**src/rtl/ptw_sched_pkg.sv**
```systemverilog
package ptw_sched_pkg;

    typedef enum logic [1:0] {
        ST_IDLE  = 2'd0,
        ST_ISSUE = 2'd1,
        ST_STALL = 2'd2,
        ST_DRAIN = 2'd3
    } sched_st_e;

endpackage

```
**src/rtl/ptw_wb_lifo.sv**
```systemverilog
module ptw_wb_lifo #(
    parameter int DEPTH = 4,
    parameter int AW    = 40,
    parameter int DW    = 64
) (
    input  logic                          clk,
    input  logic                          rst_n,
    input  logic                          push,
    input  logic [AW-1:0]                 push_addr,
    input  logic [DW-1:0]                 push_data,
    input  logic                          pop,
    output logic [AW-1:0]                 top_addr,
    output logic [DW-1:0]                 top_data,
    output logic [$clog2(DEPTH+1)-1:0]    depth_q,
    output logic [$clog2(DEPTH+1)-1:0]    depth_d,
    output logic                          over_err
);
    localparam int CW = $clog2(DEPTH + 1);
    localparam int IW = (DEPTH > 1) ? $clog2(DEPTH) : 1;
    localparam logic [CW-1:0] FULL = CW'(DEPTH);

    logic [AW-1:0] addr_r [DEPTH];
    logic [DW-1:0] data_r [DEPTH];
    logic          full;
    logic [IW-1:0] top_idx;

    assign full    = (depth_q == FULL);
    assign top_idx = (depth_q == '0) ? '0 : IW'(depth_q - CW'(1));
    assign top_addr = addr_r[top_idx];
    assign top_data = data_r[top_idx];

    // Per-slot write enable: replace the top on push+pop, append otherwise.
    for (genvar i = 0; i < DEPTH; i++) begin : g_slot
        logic wen;
        assign wen = push && ((pop && depth_q != '0 && top_idx == IW'(i)) ||
                              (!pop && !full && depth_q == CW'(i)));
        always_ff @(posedge clk) begin
            if (wen) begin
                addr_r[i] <= push_addr;
                data_r[i] <= push_data;
            end
        end
    end

    always_comb begin
        unique case ({push, pop})
            2'b10:   depth_d = full ? depth_q : depth_q + CW'(1);
            2'b01:   depth_d = depth_q - CW'(1);
            default: depth_d = depth_q;
        endcase
    end

    always_ff @(posedge clk) begin
        if (!rst_n) begin
            depth_q  <= '0;
            over_err <= 1'b0;
        end else begin
            depth_q  <= depth_d;
            over_err <= push && !pop && full;
        end
    end
endmodule

```
**src/rtl/ptw_flight_ctr.sv**
```systemverilog
module ptw_flight_ctr #(
    parameter int MAX_FLIGHT = 8
) (
    input  logic                              clk,
    input  logic                              rst_n,
    input  logic                              inc,
    input  logic                              dec,
    output logic [$clog2(MAX_FLIGHT+1)-1:0]   cnt_q,
    output logic [$clog2(MAX_FLIGHT+1)-1:0]   cnt_d
);
    localparam int FW = $clog2(MAX_FLIGHT + 1);

    logic dec_ok;
    assign dec_ok = dec && (cnt_q != '0);

    always_comb begin
        unique case ({inc, dec_ok})
            2'b10:   cnt_d = cnt_q + FW'(1);
            2'b01:   cnt_d = cnt_q - FW'(1);
            default: cnt_d = cnt_q;
        endcase
    end

    always_ff @(posedge clk) begin
        if (!rst_n) cnt_q <= '0;
        else        cnt_q <= cnt_d;
    end
endmodule

```
**src/rtl/ptw_req_sched.sv**
```systemverilog
module ptw_req_sched
    import ptw_sched_pkg::*;
#(
    parameter int AW         = 40,
    parameter int DW         = 64,
    parameter int WB_DEPTH   = 4,
    parameter int MAX_FLIGHT = 8
) (
    input  logic          clk,
    input  logic          rst_n,
    input  logic          wk_rd_push,
    input  logic [AW-1:0] wk_rd_addr,
    input  logic          wk_wr_push,
    input  logic [AW-1:0] wk_wr_addr,
    input  logic [DW-1:0] wk_wr_data,
    output logic          wk_rsp_valid,
    output logic [DW-1:0] wk_rsp_data,
    output logic          walk_done,
    output logic          push_err,
    output logic          mem_req_valid,
    input  logic          mem_req_ready,
    output logic          mem_req_write,
    output logic [AW-1:0] mem_req_addr,
    output logic [DW-1:0] mem_req_data,
    input  logic          mem_retry,
    input  logic          mem_rsp_valid,
    input  logic          mem_rsp_write,
    input  logic          mem_rsp_nack,
    input  logic [AW-1:0] mem_rsp_addr,
    input  logic [DW-1:0] mem_rsp_data
);
    localparam int QC_W = $clog2(WB_DEPTH + 1);
    localparam int FL_W = $clog2(MAX_FLIGHT + 1);

    sched_st_e     state_q, state_d;
    logic          done_q;
    logic          rd_pend_q, rd_pend_d;
    logic [AW-1:0] rd_addr_q, rd_addr_d;
    logic          rd_infl_q, rd_infl_d;

    logic          accept, refuse, rd_acc, wr_acc;
    logic          rsp_rd_ok, rsp_wr_ok, rsp_nack_rd, rsp_nack_wr, rsp_take;
    logic          q_push;
    logic [AW-1:0] q_push_addr, q_top_addr;
    logic [DW-1:0] q_push_data, q_top_data;
    logic [QC_W-1:0] q_depth_q, q_depth_d;
    logic [FL_W-1:0] fl_cnt_q, fl_cnt_d;
    logic          q_err;
    logic          work_d;

    // Port handshake decode
    assign accept = mem_req_valid && mem_req_ready;
    assign refuse = mem_req_valid && !mem_req_ready;
    assign rd_acc = accept && !mem_req_write;
    assign wr_acc = accept && mem_req_write;

    // Response classification
    assign rsp_nack_rd = mem_rsp_valid && mem_rsp_nack && !mem_rsp_write;
    assign rsp_nack_wr = mem_rsp_valid && mem_rsp_nack && mem_rsp_write;
    assign rsp_rd_ok   = mem_rsp_valid && !mem_rsp_nack && !mem_rsp_write && rd_infl_q;
    assign rsp_wr_ok   = mem_rsp_valid && !mem_rsp_nack && mem_rsp_write;
    assign rsp_take    = rsp_rd_ok || rsp_wr_ok || rsp_nack_rd || rsp_nack_wr;

    // Pending read slot: walker load or NACK return sets it, acceptance clears it
    assign rd_pend_d = wk_rd_push || rsp_nack_rd || (rd_pend_q && !rd_acc);
    assign rd_addr_d = wk_rd_push  ? wk_rd_addr  :
                       rsp_nack_rd ? mem_rsp_addr : rd_addr_q;
    assign rd_infl_d = rd_acc || (rd_infl_q && !(rsp_rd_ok || rsp_nack_rd));

    // Write-back stack sources: walker has precedence over a NACK return
    assign q_push      = wk_wr_push || rsp_nack_wr;
    assign q_push_addr = wk_wr_push ? wk_wr_addr : mem_rsp_addr;
    assign q_push_data = wk_wr_push ? wk_wr_data : mem_rsp_data;

    ptw_wb_lifo #(
        .DEPTH (WB_DEPTH),
        .AW    (AW),
        .DW    (DW)
    ) u_lifo (
        .clk       (clk),
        .rst_n     (rst_n),
        .push      (q_push),
        .push_addr (q_push_addr),
        .push_data (q_push_data),
        .pop       (wr_acc),
        .top_addr  (q_top_addr),
        .top_data  (q_top_data),
        .depth_q   (q_depth_q),
        .depth_d   (q_depth_d),
        .over_err  (q_err)
    );

    ptw_flight_ctr #(
        .MAX_FLIGHT (MAX_FLIGHT)
    ) u_flight (
        .clk   (clk),
        .rst_n (rst_n),
        .inc   (accept),
        .dec   (rsp_take),
        .cnt_q (fl_cnt_q),
        .cnt_d (fl_cnt_d)
    );

    assign work_d = rd_pend_d || (q_depth_d != '0);

    // Next-state decision
    always_comb begin
        state_d = state_q;
        unique case (state_q)
            ST_ISSUE: begin
                if (refuse)                   state_d = ST_STALL;
                else if (work_d)              state_d = ST_ISSUE;
                else if (fl_cnt_d != '0)      state_d = ST_DRAIN;
                else                          state_d = ST_IDLE;
            end
            ST_STALL: begin
                if (!mem_retry && work_d)     state_d = ST_STALL;
                else if (work_d)              state_d = ST_ISSUE;
                else if (fl_cnt_d != '0)      state_d = ST_DRAIN;
                else                          state_d = ST_IDLE;
            end
            ST_IDLE, ST_DRAIN: begin
                if (work_d)                   state_d = ST_ISSUE;
                else if (fl_cnt_d != '0)      state_d = ST_DRAIN;
                else                          state_d = ST_IDLE;
            end
            default:                          state_d = ST_IDLE;
        endcase
    end

    // State and slot registers
    always_ff @(posedge clk) begin
        if (!rst_n) begin
            state_q   <= ST_IDLE;
            done_q    <= 1'b0;
            rd_pend_q <= 1'b0;
            rd_addr_q <= '0;
            rd_infl_q <= 1'b0;
        end else begin
            state_q   <= state_d;
            done_q    <= (state_q != ST_IDLE) && (state_d == ST_IDLE);
            rd_pend_q <= rd_pend_d;
            rd_addr_q <= rd_addr_d;
            rd_infl_q <= rd_infl_d;
        end
    end

    // Outputs
    always_comb begin
        mem_req_valid = (state_q == ST_ISSUE);
        mem_req_write = mem_req_valid && !rd_pend_q;
        mem_req_addr  = rd_pend_q ? rd_addr_q : q_top_addr;
        mem_req_data  = rd_pend_q ? '0 : q_top_data;
        wk_rsp_valid  = rsp_rd_ok;
        wk_rsp_data   = mem_rsp_data;
        walk_done     = done_q;
        push_err      = q_err;
    end
endmodule

```
**config.mk**
```make
export PLATFORM = sky130hd
export DESIGN_NAME = ptw_req_sched
export DESIGN_NICKNAME = d
export VERILOG_FILES = /design/src/rtl/ptw_sched_pkg.sv /design/src/rtl/ptw_wb_lifo.sv /design/src/rtl/ptw_flight_ctr.sv /design/src/rtl/ptw_req_sched.sv
export SDC_FILE = /design/constraint.sdc
export NUM_CORES = 1
export LEC_CHECK = 0
export BUFFER_PORTS_ARGS = -buffer_cell sky130_fd_sc_hd__buf_2
export CORE_MARGIN = 2
export CORE_UTILIZATION = 50
export CTS_CLUSTER_SIZE = 40
export DETAILED_ROUTE_END_ITERATION = 7
export GPL_TIMING_DRIVEN = 0
export PLACE_DENSITY = 0.77
export SLEW_MARGIN = 30
export SYNTH_ARGS = -nofsm -noshare
export SYNTH_HDL_FRONTEND = slang
export SYNTH_HIERARCHICAL = 1
export SYNTH_SLANG_ARGS = --single-unit
```
**constraint.sdc**
```tcl
create_clock -name clk -period 6.3 [get_ports clk]
set_input_delay 0 -clock clk [delete_from_list [all_inputs] [get_ports clk]]
set_output_delay 0 -clock clk [all_outputs]
set_load 0.01 [all_outputs]
```
==> After elaboration in Yosys (flattened, before gate mapping) <==
Memory sizes are Yosys's and may differ from the RTL's.
Index checks and enable logic that the tools add are counted.
{ "word_totals": {"register_bits": 53, "ram_bits": 416, "input_bits": 257, "out_inout_bits": 173, "elab_cells": 142, "n_memories": 2} }
{ "op_classes": {"n_addsub": 4, "eq_ne": 14, "n_mux": 41, "n_reduce_logical": 73} }
{ "memory_table": {"columns": ["name", "words", "word_bits", "read_ports", "rd_ports_with_merged_regs", "write_ports", "line_no", "source"], "rows": [
  ["u_lifo.data_r", 4, 64, 1, 0, 1, "ptw_wb_lifo.sv:23", "logic [DW-1:0] data_r [DEPTH];"],
  ["u_lifo.addr_r", 4, 40, 1, 0, 1, "ptw_wb_lifo.sv:22", "logic [AW-1:0] addr_r [DEPTH];"]
]} }
{ "op_table": {"columns": ["operator", "n"], "rows": [
  ["$mux 64", 5],
  ["$mux 40", 7],
  ["$reduce_or 64->1", 3],
  ["$reduce_or 40->1", 3],
  ["$logic_and 1x1->1", 33],
  ["$mux 2", 11],
  ["$mux 1", 14],
  ["$logic_or 1x1->1", 13],
  ["$eq 2x2->1 const B", 6],
  ["$logic_not 1->1", 10],
  ["$eq 2x1->1 const B", 4],
  ["$pmux 4 s2", 1],
  ["$reduce_bool 4->1", 2],
  ["$eq 3x2->1 const B", 2],
  ["$logic_not 2->1", 3],
  ["$pmux 2 s3", 1],
  ["$pmux 3 s2", 1],
  ["$reduce_bool 3->1", 2],
  ["$add 4x1->4 const B", 1],
  ["$reduce_bool 2->1", 2],
  ["$sub 4x1->4 const B", 1],
  ["$add 3x1->3 const B", 1],
  ["$eq 3x1->1 const B", 1],
  ["$eq 3x3->1 const B", 1],
  ["4 further kinds", 4]
]} }

==> Depth between registers and ports, before layout <==
Gate-level depths: netlist of the first run.
{ "depth": {"depth_word": 17, "ltp_mapped": 15} }

==> Modules after synthesis <==
The synthesis of the first run kept the hierarchy.
{ "by_module_without_submodules": {"columns": ["module", "n_inst", "cells_each", "area_per_inst_um2"], "rows": [
  ["ptw_wb_lifo", 1, 592, 15413.5],
  ["ptw_req_sched", 1, 554, 4885.9],
  ["ptw_flight_ctr", 1, 32, 312.8]
]} }

==> Worst setup path after synthesis of the first run <==
Ideal clock, no wire load.
{ "synth_timing": {"path_type": "register to register", "start": "register state_q[1]", "end": "memory u_lifo.addr_r[3][0], enable pin", "setup_ns": 0.602, "arrival_ns": 6.321, "path_slack_ns": -0.623, "stages_incl_launch_ff": 7, "synth_period_minus_slack_ns": 6.923, "cell_sequence": "dfxtp_1 inv_1 ha_1 nor2b_1 and2_1 o2111ai_1 a21oi_1"} }
{ "synth_between": {"elab_cells_between_ends": 40} }
{ "synth_lines": {"columns": ["item", "line_no", "source"], "rows": [
  ["from (decl)", "ptw_req_sched.sv:35", "sched_st_e state_q, state_d;"],
  ["from (signal assigned)", "ptw_req_sched.sv:140", "state_q <= state_d;"],
  ["$eq 2x1->1 (*)", "ptw_req_sched.sv:150", "mem_req_valid = (state_q == ST_ISSUE);"],
  ["net mem_req_valid", "ptw_req_sched.sv:20", "output logic mem_req_valid,"],
  ["$logic_and 1x1->1 (*)", "ptw_req_sched.sv:151", "mem_req_write = mem_req_valid && !rd_pend_q;"],
  ["net mem_req_write", "ptw_req_sched.sv:22", "output logic mem_req_write,"],
  ["$logic_and 1x1->1 (*)", "ptw_req_sched.sv:55", "assign wr_acc = accept && mem_req_write;"],
  ["net wr_acc", "ptw_req_sched.sv:41", "logic accept, refuse, rd_acc, wr_acc;"],
  ["$logic_not 1->1", "ptw_wb_lifo.sv:36", "(!pop && !full && depth_q == CW'(i)));"],
  ["$logic_and 1x1->1 (2 in series)", "ptw_wb_lifo.sv:36", null],
  ["$logic_or 1x1->1 (*)", "ptw_wb_lifo.sv:35", "assign wen = push && ((pop && depth_q != '0 && top_idx == IW'(i)) ||"],
  ["$logic_and 1x1->1 (*)", "ptw_wb_lifo.sv:35", null],
  ["net u_lifo.g_slot[3].wen", "ptw_wb_lifo.sv:34", "logic wen;"],
  ["$mux 1 (*)", "ptw_wb_lifo.sv:38", "if (wen) begin"],
  ["$mux 1 (implied by the code) (*)", "ptw_wb_lifo.sv:39", "addr_r[i] <= push_addr;"],
  ["$reduce_or 40->1 (no source line)", null, null],
  ["$mux 2 (no source line) or $mux 1 (tied branches)", null, null],
  ["to (decl)", "ptw_wb_lifo.sv:22", null]
]} }
Mark *: on every way through the listed nets, which the timed path passes. The rest lies on a longest branch.

==> Worst setup path after layout of the first run <==
{ "layout_timing": {"start": "register rd_pend_q", "end": "register done_q (netlist: walk_done)"} }
{ "layout_between": {"elab_cells_between_ends": 20} }
{ "layout_lines": {"columns": ["item", "line_no", "source"], "rows": [
  ["from (decl)", "ptw_req_sched.sv:37", "logic rd_pend_q, rd_pend_d;"],
  ["from (signal assigned)", "ptw_req_sched.sv:142", "rd_pend_q <= rd_pend_d;"],
  ["$logic_not 1->1 (*)", "ptw_req_sched.sv:151", null],
  ["$logic_and 1x1->1 (*)", "ptw_req_sched.sv:151", null],
  ["$logic_and 1x1->1 (*)", "ptw_req_sched.sv:55", null],
  ["net wr_acc", "ptw_req_sched.sv:41", null],
  ["$eq 2x1->1 or $eq 2x2->1 (tied branches)", "ptw_wb_lifo.sv:46", "unique case ({push, pop})"],
  ["$pmux 3 s2 (*)", "ptw_wb_lifo.sv:46", null],
  ["net q_depth_d[2]", "ptw_req_sched.sv:46", "logic [QC_W-1:0] q_depth_q, q_depth_d;"],
  ["$reduce_bool 3->1 (*)", "ptw_req_sched.sv:104", "assign work_d = rd_pend_d || (q_depth_d != '0);"],
  ["$logic_or 1x1->1 (*)", "ptw_req_sched.sv:104", null],
  ["$mux 2 or $logic_and 1x1->1 (tied branches)", "ptw_req_sched.sv:112, ptw_req_sched.sv:117", null],
  ["$mux 2 (on tied branches)", "ptw_req_sched.sv:117, ptw_req_sched.sv:111", null],
  ["$pmux 2 s3 (*)", "ptw_req_sched.sv:109", "unique case (state_q)"],
  ["$logic_not 2->1 (*)", "ptw_req_sched.sv:141", "done_q <= (state_q != ST_IDLE) && (state_d == ST_IDLE);"],
  ["$logic_and 1x1->1 (*)", "ptw_req_sched.sv:141", null],
  ["to (signal assigned)", "ptw_req_sched.sv:141", null],
  ["to (decl)", "ptw_req_sched.sv:36", "logic done_q;"]
]} }
Marked as above.
A chain may end at the register's enable or synchronous reset.

==> results of run 1 <==
## registers in the layout (all words and copies together) (netlist names)
name,count
rd_addr_q,40
rd_infl_q,1
rd_pend_q,1
state_q,2
u_flight/cnt_q,4
u_lifo/addr_r,160
u_lifo/data_r,256
u_lifo/depth_q,3
u_lifo/over_err,1
walk_done,1
## stage by stage
step           setup TNS, ns  setup WS (ns)   util
2_1_floorplan              0         0.0834      -
3_3_place_gp        -1214.90          -4.35  0.575
3_5_place_dp               0           2.60  0.593
4_1_cts                    0           2.57  0.706
5_1_grt                    0           2.32  0.706
6_report                   0           2.58  0.706
## cells in the mapped netlist, types with 3 or more instances
library cell               count  area [sq um]
sky130_fd_sc_hd__buf_2        19          95.1
sky130_fd_sc_hd__o21ai_0      46           230
sky130_fd_sc_hd__edfxtp_1    416         12500
sky130_fd_sc_hd__dfxtp_1      53          1060
sky130_fd_sc_hd__buf_6         8          90.1
sky130_fd_sc_hd__a32oi_1       3          26.3
sky130_fd_sc_hd__mux4_2      104          2340
sky130_fd_sc_hd__inv_1         8          30.0
sky130_fd_sc_hd__mux2_2      145          1630
sky130_fd_sc_hd__nand2b_1      7          43.8
sky130_fd_sc_hd__clkbuf_4      3          22.5
sky130_fd_sc_hd__a21oi_1       3          15.0
sky130_fd_sc_hd__nor2b_1      66           413
sky130_fd_sc_hd__and2_1       49           307
sky130_fd_sc_hd__nor2_1        4          15.0
sky130_fd_sc_hd__mux2i_1      46           460
sky130_fd_sc_hd__xnor2_1       3          26.3
sky130_fd_sc_hd__buf_4        71           533
sky130_fd_sc_hd__ha_1         15           188
sky130_fd_sc_hd__clkbuf_1     27           101
sky130_fd_sc_hd__nand2_1      45           169
## layout make-up
| cell class | count | area (sq um) |
|---|---|---|
| Sequential cell | 469 | 13600 |
| Fill cell | 2478 | 12000 |
| Multi-Input combinational cell | 571 | 6220 |
| Timing Repair Buffer | 749 | 5780 |
| Clock buffer | 52 | 1240 |
| Buffer | 129 | 847 |
| Tap cell | 532 | 666 |
| Clock inverter | 37 | 423 |
| Inverter | 9 | 33.8 |
| Antenna cell | 4 | 10.0 |
## critical path: cells and delay by family (launching register included)
kind,cells,cell delay [ns]
muxes,1,0.20
buffers and inverters,2,1.05
and+or+nand+nor,5,1.21
DFF,1,0.30
AOI/OAI and AO/OA,2,0.47
adders and majority gates,1,0.39
## cell families after synthesis
| family | after synthesis | synth area share |
|---|---|---|
| flops | 469 | 0.658 |
| mux | 295 | 0.215 |
| simple gates | 190 | 0.0537 |
| buf+inv | 138 | 0.0427 |
| compound gates | 66 | 0.0197 |
| fa+ha+maj | 15 | 0.00911 |
| xor+xnor | 5 | 0.00212 |
## report_power, final
group	total, mW	internal, mW	switching, mW	leakage, nW
registers	3.80	3.72	0.0816	4.26
logic	2.24	1.16	1.08	6.17
clock network	2.97	1.76	1.21	0.804
total	9.00	6.64	2.36	11.2
## routing by layer
| layer | vias to the layer above | GRT usage | part of all wire |
|---|---|---|---|
| met5 | - | 0 | 0.00023 |
| met3 | 151 | 0.0544 | 0.069 |
| li1 | 6133 | - | - |
| met4 | 2 | 0.131 | 0.047 |
| met1 | 6854 | 0.305 | 0.37 |
| met2 | 703 | 0.470 | 0.51 |
## how the worst max path moves through the flow
stage / start / to / cells after the start
finish: rd_pend_q / walk_done / 11
global route: rd_pend_q / walk_done / 11
CTS: u_lifo/depth_q[0] / mem_req_data[21] / 8
detailed placement: rd_pend_q / u_lifo/data_r[2][38] / 10
global placement: rd_pend_q / u_lifo/data_r[2][36] / 7
floorplan: state_q[1] / u_lifo/addr_r[1][0] / 6
## timing repair
item / in CTS / in global routing
endpoints found under the hold margin: 467 / 0
setup buffers: 0 / 0
hold buffers: 295 / 0
==> flow_metrics.tcl, run 1 <==
set metrics [dict create \
    asyncSetResetFlopFracSynth 0 \
    cts.sinks 469 \
    fin_hold_ws_ns 0.0311 \
    critical_path.reg2reg.endpoint "walk_done" \
    cp_slowest_stage_delay_ns 0.68 \
    max_capacitance_violation_total 0 \
    setup.worst_path.start_class "flop" \
    worstReg2RegStart "rd_pend_q" \
    ff2ff_path_depth 11 \
    report.final.setup_viol 0 \
    drc 0 \
    number_of_synthesized_register_bits 469 \
    die_height_um 207 \
    worst_ir_drop_vdd_mv 0.276 \
    area_growth_syn_to_layout_pct 39.6 \
    routed_wl_mm 57.3 \
    boundaryPins 430 \
    critical_path.max_fanout 10 \
    dpl.hpwl_mm 36.0 \
    post_cts_resize_count 0 \
    critical_path.slowest_cell "sky130_fd_sc_hd__clkbuf_1" \
    finClkSkew_ns 0.0209 \
    initial_antenna_violation_count 5 \
    yosysWarnings 6 \
    cellPowerDensity_nw_per_um2 313 \
    grt_first_pass_wirelength_mm 86.0 \
    starting_utilization_of_the_core_area 0.506 \
    grtUsageTotal 0.264 \
    core_area_sq_um 40700 \
    regToRegSetupSlack_ns 2.58 \
    status "completed" \
    synth.yosys.seq_area_share 0.658 \
    cp.required_ns 6.78 \
    final.min_clock_period_ns 3.72 \
    floorplan.rows 74 \
    arrival_ns 4.20 \
    max_freq_ghz 0.269 \
    post_drt_via_cell_ratio 5.42 \
    ys.flop_type "sky130_fd_sc_hd__edfxtp_1" \
    min_to "walk_done" \
    grt_pass1_vias 15100 \
    timing_worst_setup_path_type "flop to flop" \
    p_leak_nw 11.2 \
    mostFrequentLayoutCell "sky130_fd_sc_hd__buf_2" \
    share_of_final_layout_standard_cells_stronger_than_drive_strength_1 0.443 \
    clock_tree.htree_level_count 2 \
    detailroute.via_count 13800 \
    cts_tree "built" \
    grt_start_max_net_pins 22 \
    layout_common_cells "sky130_fd_sc_hd__buf_2, sky130_fd_sc_hd__edfxtp_1, sky130_fd_sc_hd__dlygate4sd3_1, sky130_fd_sc_hd__mux2_2, sky130_fd_sc_hd__mux4_2" \
    worst-slew-pin-transition_ns 0.827 \
    chipWidth_um 207 \
    drt.antenna.violating_nets 0 \
    cts_buffer_depth 3 \
    final_max_slew_viol_count 0 \
    design.die.area_sq_um 42900 \
    min_path_type "input pin to flop" \
    numPortBuffers 427 \
    slew_headroom 0.449 \
    hold_viol_final 0 \
    synthDistinctLibCells 51 \
    report.power.total_mw 9.00 \
    drt_first_iter_violations 1138 \
    post-route-cell-area_sq_um 28800 \
    critPathCaptureType "flop" \
    clk-insertion-delay-late_ns 0.58 \
    drt-pass1-iter-count 5 \
    mean_area_per_synthesized_cell_sq_um 17.5 \
    path_cells "buf_2, clkbuf_1, nor2b_1, and2_1, ha_1, a221oi_1, o21ai_0, nor4_4, nand3_1, mux2i_1, nor4bb_2" \
    min-delay-start "mem_retry" \
    synth_nets 1450 \
    buffer_type_at_the_clock_tree_root "sky130_fd_sc_hd__clkbuf_16" \
    cts.clk_slew.worst_paths_ns 0.06 \
    netlist_instances 1178 \
    placed_cells 2164 \
    postPlaceCellArea_sq_um 24100 \
    grt_setup_unrepaired "false" \
    layoutNonFillerInstCount 2552 \
    globalRoute.totalOverflow 0 \
    routed_length_per_instance_um 22.4 \
    design.final.nets 2249 \
    final_min_period_over_clock_period 0.591 \
    mappedNetlistArea_sq_um 20600 \
    tritoncts.num_buffers 48 \
    min_delay_path_depth 5 \
    synth_edf_count 416 \
    place.gp.congestion 0.897 \
]
(Power assumes the default switching activity.)
==> run 2: changes to the inputs <==
Clock period 6.3 ns to 3.1 ns, I/O delays scaled along.
==> flow_metrics.tcl, run 2 (synthesis results as in run 1) <==
set metrics [dict create \
    status "completed" \
    floorplan.rows 74 \
    drt_first_iter_violations 1002 \
    initial_antenna_violation_count 1 \
    worstReg2RegStart "u_flight/cnt_q[1]" \
    wl_met3_mm 3.79 \
    worst-slew-pin-transition_ns 0.830 \
    chipWidth_um 207 \
    grt_pass1_vias 15200 \
    path_cells "clkbuf_1, buf_2, buf_2, a31o_2, inv_1, ha_1, or3_1, o21ai_0, nor4_4, a31oi_1, and4bb_1, nor4bb_2" \
    setup.worst_path.start_class "input pin" \
    min_to "walk_done" \
    layoutNonFillerInstCount 2553 \
    grtUsageTotal 0.260 \
    mostFrequentLayoutCell "sky130_fd_sc_hd__buf_2" \
    critical_path.slowest_cell "sky130_fd_sc_hd__clkbuf_1" \
    route.met2.wl_mm 28.8 \
    multi_input_comb_area_sq_um 6330 \
    design.final.nets 2254 \
    share_of_final_layout_standard_cells_stronger_than_drive_strength_1 0.453 \
    place.gp.congestion 0.869 \
    dpl.hpwl_mm 35.1 \
    max_freq_ghz 0.328 \
    drt-pass1-iter-count 5 \
    highest-signal-layer "met4" \
    hold_viol_final 0 \
    portion_of_total_power_attributed_to_combinational_logic 0.262 \
    routed_length_per_instance_um 21.9 \
    min_path_type "input pin to flop" \
    arrival_ns 3.51 \
    starting_utilization_of_the_core_area 0.506 \
    area_growth_syn_to_layout_pct 39.8 \
    report.final.setup_viol 0 \
    post_drt_via_cell_ratio 5.41 \
    critical_path.reg2reg.endpoint "walk_done" \
    drt.antenna.violating_nets 0 \
    cp.required_ns 3.56 \
    grt_setup_unrepaired "true" \
    clk-insertion-delay-late_ns 0.57 \
    numPortBuffers 427 \
    power_frac_seq 0.431 \
    register_area_sq_um 13600 \
    post-place-ws_ns -0.515 \
    met1Wirelength_mm 21.3 \
    min_delay_path_depth 5 \
    max_capacitance_violation_total 0 \
    critical_path.max_fanout 10 \
    cellPowerDensity_nw_per_um2 622 \
    cts.clk_slew.worst_paths_ns 0.06 \
    final.fill_count 2435 \
    detailroute.via_count 13800 \
    cell_internal_pwr_mw 13.2 \
    placed_cells 2162 \
    clock_tree.htree_level_count 2 \
    antenna_cells 0 \
    register_with_the_highest_flop_count "u_lifo/data_r" \
    drc 0 \
    worst_ir_drop_vdd_mv 0.518 \
    die_height_um 207 \
    finClkSkew_ns 0.0144 \
    cts_buffer_depth 3 \
    cts.sinks 469 \
    critPathCaptureType "flop" \
    routed_wl_mm 56.0 \
    p_leak_nw 11.2 \
    final_min_period_over_clock_period 0.983 \
    layout_common_cells "sky130_fd_sc_hd__buf_2, sky130_fd_sc_hd__edfxtp_1, sky130_fd_sc_hd__dlygate4sd3_1, sky130_fd_sc_hd__mux2_2, sky130_fd_sc_hd__mux4_2" \
    grt_first_pass_wirelength_mm 85.7 \
    boundaryPins 430 \
    fin_util 0.707 \
    design.die.area_sq_um 42900 \
    globalRoute.totalOverflow 0 \
    switching_power_mw 4.73 \
    crit_top_cell "sky130_fd_sc_hd__buf_2" \
    ff2ff_path_depth 11 \
    final.min_clock_period_ns 3.05 \
    buffer_type_at_the_clock_tree_root "sky130_fd_sc_hd__clkbuf_16" \
    reg.largest.list "u_lifo/data_r: 256 flops, u_lifo/addr_r: 160 flops, rd_addr_q: 40 flops" \
    slew_headroom 0.447 \
    regToRegSetupSlack_ns 0.07 \
    min-delay-start "mem_retry" \
    largest_register_ffs 256 \
    grt_start_max_net_pins 21 \
    final_max_slew_viol_count 0 \
    final_critical_path_setup_slack_ns 0.0515 \
    p_sw_frac 0.264 \
    cts_tree "built" \
    fin_hold_ws_ns 0.0527 \
    core_area_sq_um 40700 \
    power.share.clock 0.307 \
    tritoncts.num_buffers 47 \
    cp_slowest_stage_delay_ns 0.49 \
    timing_worst_setup_path_type "input pin to flop" \
]
run 2: cell count changes in the layout (fill, tap and decap cells not counted), sizes merged:
cell      previous run  this run
bufinv               8         2
diode                4         0
clkinvlp             4         3
buf                552       560
clkbuf              83        90
inv                 13        11
clkinv              21        20
run 2: how the worst max path moves through the flow:
stage / from / endpoint / slack (ns) / depth (start not counted)
after floorplan: rd_pend_q / u_lifo/addr_r[3][0] / -0.12 / 6
after global placement: wk_wr_push / u_lifo/data_r[3][34] / -2.20 / 6
after detailed placement: wk_wr_push / walk_done / -0.51 / 12
after CTS: u_flight/cnt_q[2] / walk_done / 0.007 / 13
after global routing: u_flight/cnt_q[1] / walk_done / -0.06 / 11
final: wk_wr_push / walk_done / 0.05 / 12
run 2: power groups by stage:
stage	combinational, mW	clock, mW	sequential (mW)
5_1_grt	5.02	5.82	7.77
3_5_place_dp	4.15	0	7.85
6_report	4.70	5.49	7.73
4_1_cts	4.56	5.59	7.72
3_3_place_gp	3.83	0	7.86
2_1_floorplan	2.58	0	7.82
run 2: per-layer routing:
| layer | track usage | vias up |
|---|---|---|
| met5 | 0 | - |
| met2 | 0.462 | 624 |
| li1 | - | 6137 |
| met1 | 0.311 | 6919 |
| met3 | 0.0514 | 138 |
| met4 | 0.101 | 0 |
run 2: timing repair:
action / 4_1_cts / 5_1_grt
pin swaps: 2 / 9
buffers inserted: 1 / 8
endpoints found under the setup margin: 29 / 57
gates resized for setup: 4 / 17
endpoints found under the hold margin: 467 / 0
hold buffers: 295 / 0
run 2: layout make-up:
class	count	area share
Sequential cell	469	0.471
Multi-Input combinational cell	571	0.220
Timing Repair Buffer	756	0.202
Clock buffer	61	0.0455
Buffer	128	0.0306
Tap cell	532	0.0231
Clock inverter	27	0.00691
Inverter	9	0.00126
run 2: worst max-delay path: cells and delay by family:
family / cells / cell delay (ns)
AO/OA/AOI/OAI: 3 / 0.56
adder cells (fa/ha/maj): 1 / 0.42
buffers and inverters: 4 / 1.57
AND/OR/NAND/NOR: 4 / 0.94
run 2: metrics by stage:
| step | total power, mW | area, sq um | setup TNS (ns) |
|---|---|---|---|
| floorplan | 10.4 | 20700 | -24.07 |
| global placement | 11.7 | 23500 | -817.41 |
| detailed placement | 12.0 | 24200 | -14.84 |
| CTS | 17.9 | 28700 | 0 |
| global route | 18.6 | 28800 | -0.0642 |
| finish | 17.9 | 28800 | 0 |
